[config.mk]
export PLATFORM = sky130hd
export DESIGN_NAME = tier_row_ctrl
export DESIGN_NICKNAME = d
export VERILOG_FILES = /design/src/rtl/tier_pkg.sv /design/src/rtl/tier_busy_timer.sv /design/src/rtl/tier_tag_table.sv /design/src/rtl/tier_row_ctrl.sv
export SDC_FILE = /design/constraint.sdc
export NUM_CORES = 1
export LEC_CHECK = 0
export ABC_CLOCK_PERIOD_IN_PS = 13100
export BUFFER_PORTS_ARGS = -buffer_cell sky130_fd_sc_hd__clkbuf_2
export CORE_ASPECT_RATIO = 1.2
export CORE_MARGIN = 2
export CORE_UTILIZATION = 60
export DETAILED_ROUTE_END_ITERATION = 12
export GPL_ROUTABILITY_DRIVEN = 0
export GPL_TIMING_DRIVEN = 0
export PLACE_DENSITY = 0.83
export SYNTH_ARGS = -nofsm -noshare
export SYNTH_HDL_FRONTEND = slang
export SYNTH_SLANG_ARGS = --single-unit
[constraint.sdc]
create_clock -name clk -period 13.1 [get_ports clk]
set_input_delay 1.965 -clock clk [delete_from_list [all_inputs] [get_ports clk]]
set_output_delay 1.965 -clock clk [all_outputs]
set_load 0.01 [all_outputs]
[src/rtl/tier_pkg.sv]
package tier_pkg;
   typedef enum logic [1:0] {
      ST_IDLE   = 2'd0,
      ST_ACCESS = 2'd1,
      ST_COPY   = 2'd2
   } tier_state_e;
endpackage

[src/rtl/tier_busy_timer.sv]
module tier_busy_timer #(
   parameter int LAT_W = 5
) (
   input  logic             clk,
   input  logic             rst_n,
   input  logic             load,
   input  logic [LAT_W-1:0] load_val,
   output logic             last
);
   logic [LAT_W-1:0] cnt_q;

   always_ff @(posedge clk) begin
      if (!rst_n)              cnt_q <= '0;
      else if (load)           cnt_q <= load_val;
      else if (cnt_q != '0)    cnt_q <= cnt_q - 1'b1;
   end

   assign last = (cnt_q == LAT_W'(1));

   // a running count steps down by exactly one each cycle
   a_r2_timer_step: assert property (@(posedge clk) disable iff (!rst_n)
      (cnt_q != '0 && !load) |=> (cnt_q == $past(cnt_q) - 1'b1));
endmodule

[src/rtl/tier_tag_table.sv]
module tier_tag_table #(
   parameter int SLOTS = 32,
   parameter int ROW_W = 9,
   localparam int SLOT_W = $clog2(SLOTS)
) (
   input  logic              clk,
   input  logic              rst_n,
   input  logic [ROW_W-1:0]  look_row,
   output logic              hit,
   output logic [SLOT_W-1:0] hit_slot,
   output logic [SLOT_W-1:0] victim_slot,
   input  logic              touch_en,
   input  logic [SLOT_W-1:0] touch_slot,
   input  logic              fill_en,
   input  logic [SLOT_W-1:0] fill_slot,
   input  logic [ROW_W-1:0]  fill_row
);
   localparam logic [SLOT_W-1:0] OLDEST = SLOT_W'(SLOTS - 1);

   if ((1 << SLOT_W) != SLOTS) begin : g_bad_slots
      $error("tier_tag_table: SLOTS must be a power of two");
   end

   logic              vld_q   [SLOTS];
   logic [ROW_W-1:0]  tag_q   [SLOTS];
   logic [SLOT_W-1:0] age_q   [SLOTS];
   logic [SLOTS-1:0]  match_vec;
   logic [SLOTS-1:0]  oldest_vec;
   logic [SLOT_W-1:0] touch_age;

   assign touch_age = age_q[touch_slot];

   for (genvar g = 0; g < SLOTS; g++) begin : g_slot
      assign match_vec[g]  = vld_q[g] && (tag_q[g] == look_row);
      assign oldest_vec[g] = (age_q[g] == OLDEST);

      always_ff @(posedge clk) begin
         if (!rst_n) begin
            vld_q[g] <= 1'b0;
            tag_q[g] <= '0;
            age_q[g] <= SLOT_W'(g);
         end else begin
            if (fill_en && fill_slot == SLOT_W'(g)) begin
               vld_q[g] <= 1'b1;
               tag_q[g] <= fill_row;
            end
            if (touch_en) begin
               if (touch_slot == SLOT_W'(g))  age_q[g] <= '0;
               else if (age_q[g] < touch_age) age_q[g] <= age_q[g] + 1'b1;
            end
         end
      end
   end

   always_comb begin
      hit      = |match_vec;
      hit_slot = '0;
      for (int i = 0; i < SLOTS; i++)
         if (match_vec[i]) hit_slot = hit_slot | SLOT_W'(i);
   end

   always_comb begin
      victim_slot = '0;
      for (int i = SLOTS - 1; i >= 0; i--)
         if (oldest_vec[i]) victim_slot = SLOT_W'(i);
      for (int i = SLOTS - 1; i >= 0; i--)
         if (!vld_q[i]) victim_slot = SLOT_W'(i);
   end

   // a row is never held in two slots at once
   a_r6_single_match: assert property (@(posedge clk) disable iff (!rst_n)
      $onehot0(match_vec));
   // the recency ages always name exactly one oldest slot
   a_r8_one_oldest: assert property (@(posedge clk) disable iff (!rst_n)
      $countones(oldest_vec) == 1);
endmodule

[src/rtl/tier_row_ctrl.sv]
module tier_row_ctrl #(
   parameter int ROWS      = 512,
   parameter int NEAR_ROWS = 32,
   parameter int NEAR_LAT  = 6,
   parameter int FAR_LAT   = 17,
   parameter int COPY_LAT  = FAR_LAT + 1,
   parameter int CNT_W     = 16,
   localparam int ROW_W    = $clog2(ROWS),
   localparam int SLOT_W   = $clog2(NEAR_ROWS)
) (
   input  logic              clk,
   input  logic              rst_n,
   input  logic              req_valid,
   input  logic [ROW_W-1:0]  req_row,
   output logic              req_ready,
   output logic              done,
   output logic              done_near,
   output logic              iso_on,
   output logic              xfer_active,
   output logic [ROW_W-1:0]  xfer_row,
   output logic [SLOT_W-1:0] xfer_slot,
   output logic [CNT_W-1:0]  hit_count,
   output logic [CNT_W-1:0]  miss_count
);
   import tier_pkg::*;

   localparam int LAT_W = $clog2(COPY_LAT + 1);
   localparam logic [ROW_W-1:0] NEAR_LIM = ROW_W'(NEAR_ROWS);

   if (NEAR_LAT < 1 || FAR_LAT <= NEAR_LAT) begin : g_bad_lat
      $error("tier_row_ctrl: need 1 <= NEAR_LAT < FAR_LAT");
   end
   if (COPY_LAT <= FAR_LAT) begin : g_bad_copy
      $error("tier_row_ctrl: COPY_LAT must exceed FAR_LAT");
   end
   if (NEAR_ROWS >= ROWS) begin : g_bad_rows
      $error("tier_row_ctrl: near segment must be smaller than the subarray");
   end

   tier_state_e       state_q;
   logic              miss_q;
   logic [ROW_W-1:0]  row_q;
   logic [SLOT_W-1:0] slot_q;

   logic              accept, far_req, tag_hit, is_hit, is_miss;
   logic [SLOT_W-1:0] hit_slot, victim_slot, touch_slot;
   logic              touch_en, fill_en, t_load, t_last;
   logic [LAT_W-1:0]  t_val;

   assign req_ready = (state_q == ST_IDLE);
   assign accept    = req_valid && req_ready;
   assign far_req   = (req_row >= NEAR_LIM);
   assign is_hit    = accept && far_req && tag_hit;
   assign is_miss   = accept && far_req && !tag_hit;

   assign fill_en    = (state_q == ST_COPY) && t_last;
   assign touch_en   = is_hit || fill_en;
   assign touch_slot = fill_en ? slot_q : hit_slot;

   assign t_load = accept || ((state_q == ST_ACCESS) && t_last && miss_q);
   assign t_val  = !accept ? LAT_W'(COPY_LAT)
                 : (is_miss ? LAT_W'(FAR_LAT) : LAT_W'(NEAR_LAT));

   tier_tag_table #(.SLOTS(NEAR_ROWS), .ROW_W(ROW_W)) u_tags (
      .clk(clk), .rst_n(rst_n),
      .look_row(req_row), .hit(tag_hit), .hit_slot(hit_slot),
      .victim_slot(victim_slot),
      .touch_en(touch_en), .touch_slot(touch_slot),
      .fill_en(fill_en), .fill_slot(slot_q), .fill_row(row_q)
   );

   tier_busy_timer #(.LAT_W(LAT_W)) u_timer (
      .clk(clk), .rst_n(rst_n), .load(t_load), .load_val(t_val), .last(t_last)
   );

   always_ff @(posedge clk) begin
      if (!rst_n) begin
         state_q    <= ST_IDLE;
         miss_q     <= 1'b0;
         row_q      <= '0;
         slot_q     <= '0;
         hit_count  <= '0;
         miss_count <= '0;
      end else begin
         case (state_q)
            ST_IDLE: if (accept) begin
               state_q <= ST_ACCESS;
               miss_q  <= is_miss;
               row_q   <= req_row;
               slot_q  <= tag_hit ? hit_slot : victim_slot;
               if (is_hit)  hit_count  <= hit_count + 1'b1;
               if (is_miss) miss_count <= miss_count + 1'b1;
            end
            ST_ACCESS: if (t_last) state_q <= miss_q ? ST_COPY : ST_IDLE;
            ST_COPY:   if (t_last) state_q <= ST_IDLE;
            default:   state_q <= ST_IDLE;
         endcase
      end
   end

   assign done        = (state_q == ST_ACCESS) && t_last;
   assign done_near   = done && !miss_q;
   assign iso_on      = ((state_q == ST_ACCESS) && miss_q) || (state_q == ST_COPY);
   assign xfer_active = (state_q == ST_COPY);
   assign xfer_row    = row_q;
   assign xfer_slot   = slot_q;

   // completion only happens while the block is busy
   a_r2_done_busy: assert property (@(posedge clk) disable iff (!rst_n)
      done |-> !req_ready);
   // a direct near-segment request leaves the switch open
   a_r3_near_iso_off: assert property (@(posedge clk) disable iff (!rst_n)
      (accept && req_row < NEAR_LIM) |=> !iso_on);
   // a near-tier completion frees the block on the next cycle
   a_r4_near_frees: assert property (@(posedge clk) disable iff (!rst_n)
      (done && done_near) |=> req_ready);
   // a far completion is followed by a copy with the switch closed
   a_r6_copy_follows: assert property (@(posedge clk) disable iff (!rst_n)
      (done && !done_near) |=> (xfer_active && iso_on));
   // the copy keeps its source row and destination slot
   a_r6_copy_stable: assert property (@(posedge clk) disable iff (!rst_n)
      (xfer_active && $past(xfer_active)) |-> ($stable(xfer_row) && $stable(xfer_slot)));
   // counters step by at most one
   a_r9_hit_step: assert property (@(posedge clk) disable iff (!rst_n)
      1'b1 |=> (hit_count == $past(hit_count) || hit_count == $past(hit_count) + 1'b1));
   a_r9_miss_step: assert property (@(posedge clk) disable iff (!rst_n)
      1'b1 |=> (miss_count == $past(miss_count) || miss_count == $past(miss_count) + 1'b1));
endmodule

==> impl_metrics.toml <==
[run_status]
status = "finished clean"

[sta]
rsz0062_at_grt = "false"
timing.final.crit_share = 0.731
hold_viol = 0
slew_headroom = 0.0496
setup_viol = 0
tns_ps = 0
worst_pin_slew_ps = 1410
max_freq_mhz = 104
fin_crit_ps = 9580
fin_ws_ps = 3520
skew_ps = 51.7
whs_ps = 512
slew_violations = 0

[critical_path]
crit_path_end_kind = "flop"
crit_type = "input pin to flop"
cp.arrival_ps = 9890
crit_end = "u_tags.age_q[14][1]"
setup.worst_path.start_class = "input pin"
crit-reg2reg-capture = "u_tags.age_q[14][1]"
rrSetupSlack_ps = 5000
crit_path_max_fanout = 18
worstSetupStartpoint = "req_row[3]"
reg2reg_depth = 24
cp.required_ps = 13410
r2r_start = "u_timer.cnt_q[1]"

[place]
dp_hpwl_microns = 68800
io_buffers = 53
place_ws_ps = 3630

[floorplan]
rows = 92
coreArea_sq_mm = 0.0526
start_util = 0.607
die_w_microns = 215
dieHeight_microns = 257
dieArea_sq_mm = 0.0551
io_pins = 63

[synth]
synth-xor-area-share = 0.102
synthCells = 2945
async_flop_share = 0
synthDistinctLibCells = 74
yosys.area_share.simple = 0.187
synth_fa_ha_area_frac = 0.0768
synthTopCellsByArea = "edfxtp_1, xnor2_1, ha_1, and2_1, dfxtp_1"
synth_fp_nets = 3153
synth_top_family_by_area = "simple AND/OR/NAND/NOR gates"
ys_warn_count = 0
seq_area_frac_synth = 0.485
synth_mux_area_frac = 0.0126
synth_top_area_share = 0.451
avgSynthCellArea_sq_um = 10.8
synth_edf_count = 479
synth_common_cells = "edfxtp_1, xnor2_1, and2_1"
synth_largest_area_cell = "edfxtp_1"
synth-main-ff-cell = "edfxtp_1"
synth_compound_area_frac = 0.107
netlist_area_sq_mm = 0.0319
ys_ff_latch = 534
synth.most_common_cell = "edfxtp_1"

[detailed_routing]
drc = 0
routed_wl_microns = 98200
vias_per_cell = 6.70
post_drt_wl_per_cell_microns = 25.8
drt_first_pass_iters = 8
vias = 25508
final_antenna_net_count = 0
drt_iter0_drc = 3249

[layout]
drive_gt1_frac = 0.0648
area_delta_synth_final_pct = 9.53
n_fill_cell = 3864
finalNetCount = 3269

[global_route]
grt_pass1_vias = 25291
grt.overflow.total = 0
gr-usage-all-layers = 0.350
grt_max_degree = 20
antenna_found_initial = 0
grt_pass1_wl_microns = 147000

[power_and_ir_drop]
max-vdd-ir-drop_uv = 130
power_density_mw_per_mm2 = 114
power_frac_seq = 0.491
p_int_uw = 2950
p_leak_uw = 0.0128
clock_power_share = 0.389
combPwrFrac = 0.120
switching_share = 0.259
p_sw_uw = 1030

[min_path]
hp-class = "flop to flop"

[cts]
post_cts_resized = 0
clock_latency_ps = 650
numCtsBuffers = 51
cts_tree = "built"
cts_num_sinks = 534
post_cts_buffers = 0
cts_root_buf = "clkbuf_16"
ctsHtreeMaxLevel = 2
cts_hold_buf = 0
clockBufferDepth = 3
path_clk_slew_ps = 60

[job]
cap_violations = 0
[flip-flops by register name, indices dropped and copies added (netlist names)]
signal	flops
u_tags.tag_q	288
u_tags.age_q	160
u_tags.vld_q	32
hit_count	16
miss_count	16
xfer_row	9
u_timer.cnt_q	5
xfer_slot	5
state_q	2
miss_q	1
[critical path, stage by stage]
cell	delay [ps]
buf_4	180
buf_6	250
buf_4	300
xnor2_1	170
nand4_1	190
nor4_1	870
nor3_1	140
nand4_1	370
o31a_1	170
buf_2	280
clkbuf_1	490
clkbuf_1	530
nand2_1	100
and3_1	250
a311o_1	360
a31oi_1	640
a21oi_4	380
buf_16	290
ha_1	300
a21o_1	180
a21o_1	170
a21oi_1	140
o211ai_1	120
or2_2	350
o22ai_1	350
or3_1	310
[layout by cell type, fill, tap and decap left out, types with 29 or more instances in the layout]
| cell | count |
|---|---|
| a211oi_1 | 31 |
| a21o_1 | 73 |
| a21oi_1 | 116 |
| and2_1 | 293 |
| and3_1 | 86 |
| and4_1 | 32 |
| clkbuf_1 | 108 |
| clkbuf_16 | 51 |
| clkbuf_2 | 53 |
| dfxtp_1 | 55 |
| edfxtp_1 | 479 |
| ha_1 | 196 |
| inv_1 | 38 |
| mux2i_1 | 32 |
| nand2_1 | 240 |
| nand3_1 | 58 |
| nand4_1 | 91 |
| nor2_1 | 162 |
| nor3_1 | 72 |
| o211ai_1 | 29 |
| o21ai_0 | 65 |
| xnor2_1 | 321 |
| xor2_1 | 52 |
[power groups by stage]
stage / clock, uW / combinational [uW] / sequential (uW)
5_1_grt: 1600 / 508 / 1960
3_3_place_gp: 0 / 421 / 1980
4_1_cts: 1540 / 460 / 1950
6_report: 1550 / 477 / 1950
3_5_place_dp: 0 / 455 / 1990
2_1_floorplan: 0 / 308 / 1970
[worst min-delay path by stage]
stage                           startpoint          endpoint  cells past startpoint
after global placement          state_q[1]        state_q[0]                      1
after CTS                 u_timer.cnt_q[4]  u_timer.cnt_q[4]                      2
after floorplan                 state_q[1]        state_q[0]                      1
after detailed placement  u_timer.cnt_q[4]  u_timer.cnt_q[4]                      2
final                     u_timer.cnt_q[4]  u_timer.cnt_q[4]                      2
after global routing      u_timer.cnt_q[4]  u_timer.cnt_q[4]                      2
[kinds of logic (layout without fill, tap and decap cells)]
family / count (synthesis) / after routing
simple gates: 1122 / 1122
flops: 534 / 534
compound gates: 501 / 501
xor+xnor: 373 / 373
fa+ha+maj: 196 / 196
buf+inv: 182 / 340
mux: 37 / 37
other cells: 0 / 1
[metrics by stage]
stage                util  std cells  power (uW)  cell area (sq um)
floorplan               -       2945        2280              31900
global placement    0.629       3703        2400              33100
detailed placement  0.631       3707        2440              33200
CTS                 0.664       3802        3950              34900
global route        0.664       3808        4070              35000
finish              0.665       3809        3980              35000
[routing by layer]
| layer | track usage | up-vias | part of all wire |
|---|---|---|---|
| met5 | 0 | - | 0 |
| met4 | 0.276 | 0 | 0.092 |
| met3 | 0.0826 | 588 | 0.12 |
| met2 | 0.580 | 1838 | 0.47 |
| met1 | 0.389 | 12014 | 0.33 |
| li1 | - | 11068 | - |
[cell type report]
class / count / area, sq um / share of cell area
repair buffers: 63 / 398 / 0.0114
well taps: 705 / 882 / 0.0252
flip-flops and latches: 534 / 15500 / 0.443
plain buffers: 144 / 792 / 0.0227
clock inverters: 28 / 367 / 0.0105
diodes: 1 / 2.50 / 0.0000716
multi-input cells: 2229 / 15500 / 0.445
inverters: 38 / 143 / 0.00408
clock buffers: 67 / 1350 / 0.0385
Power figures use the tool's default switching activity.
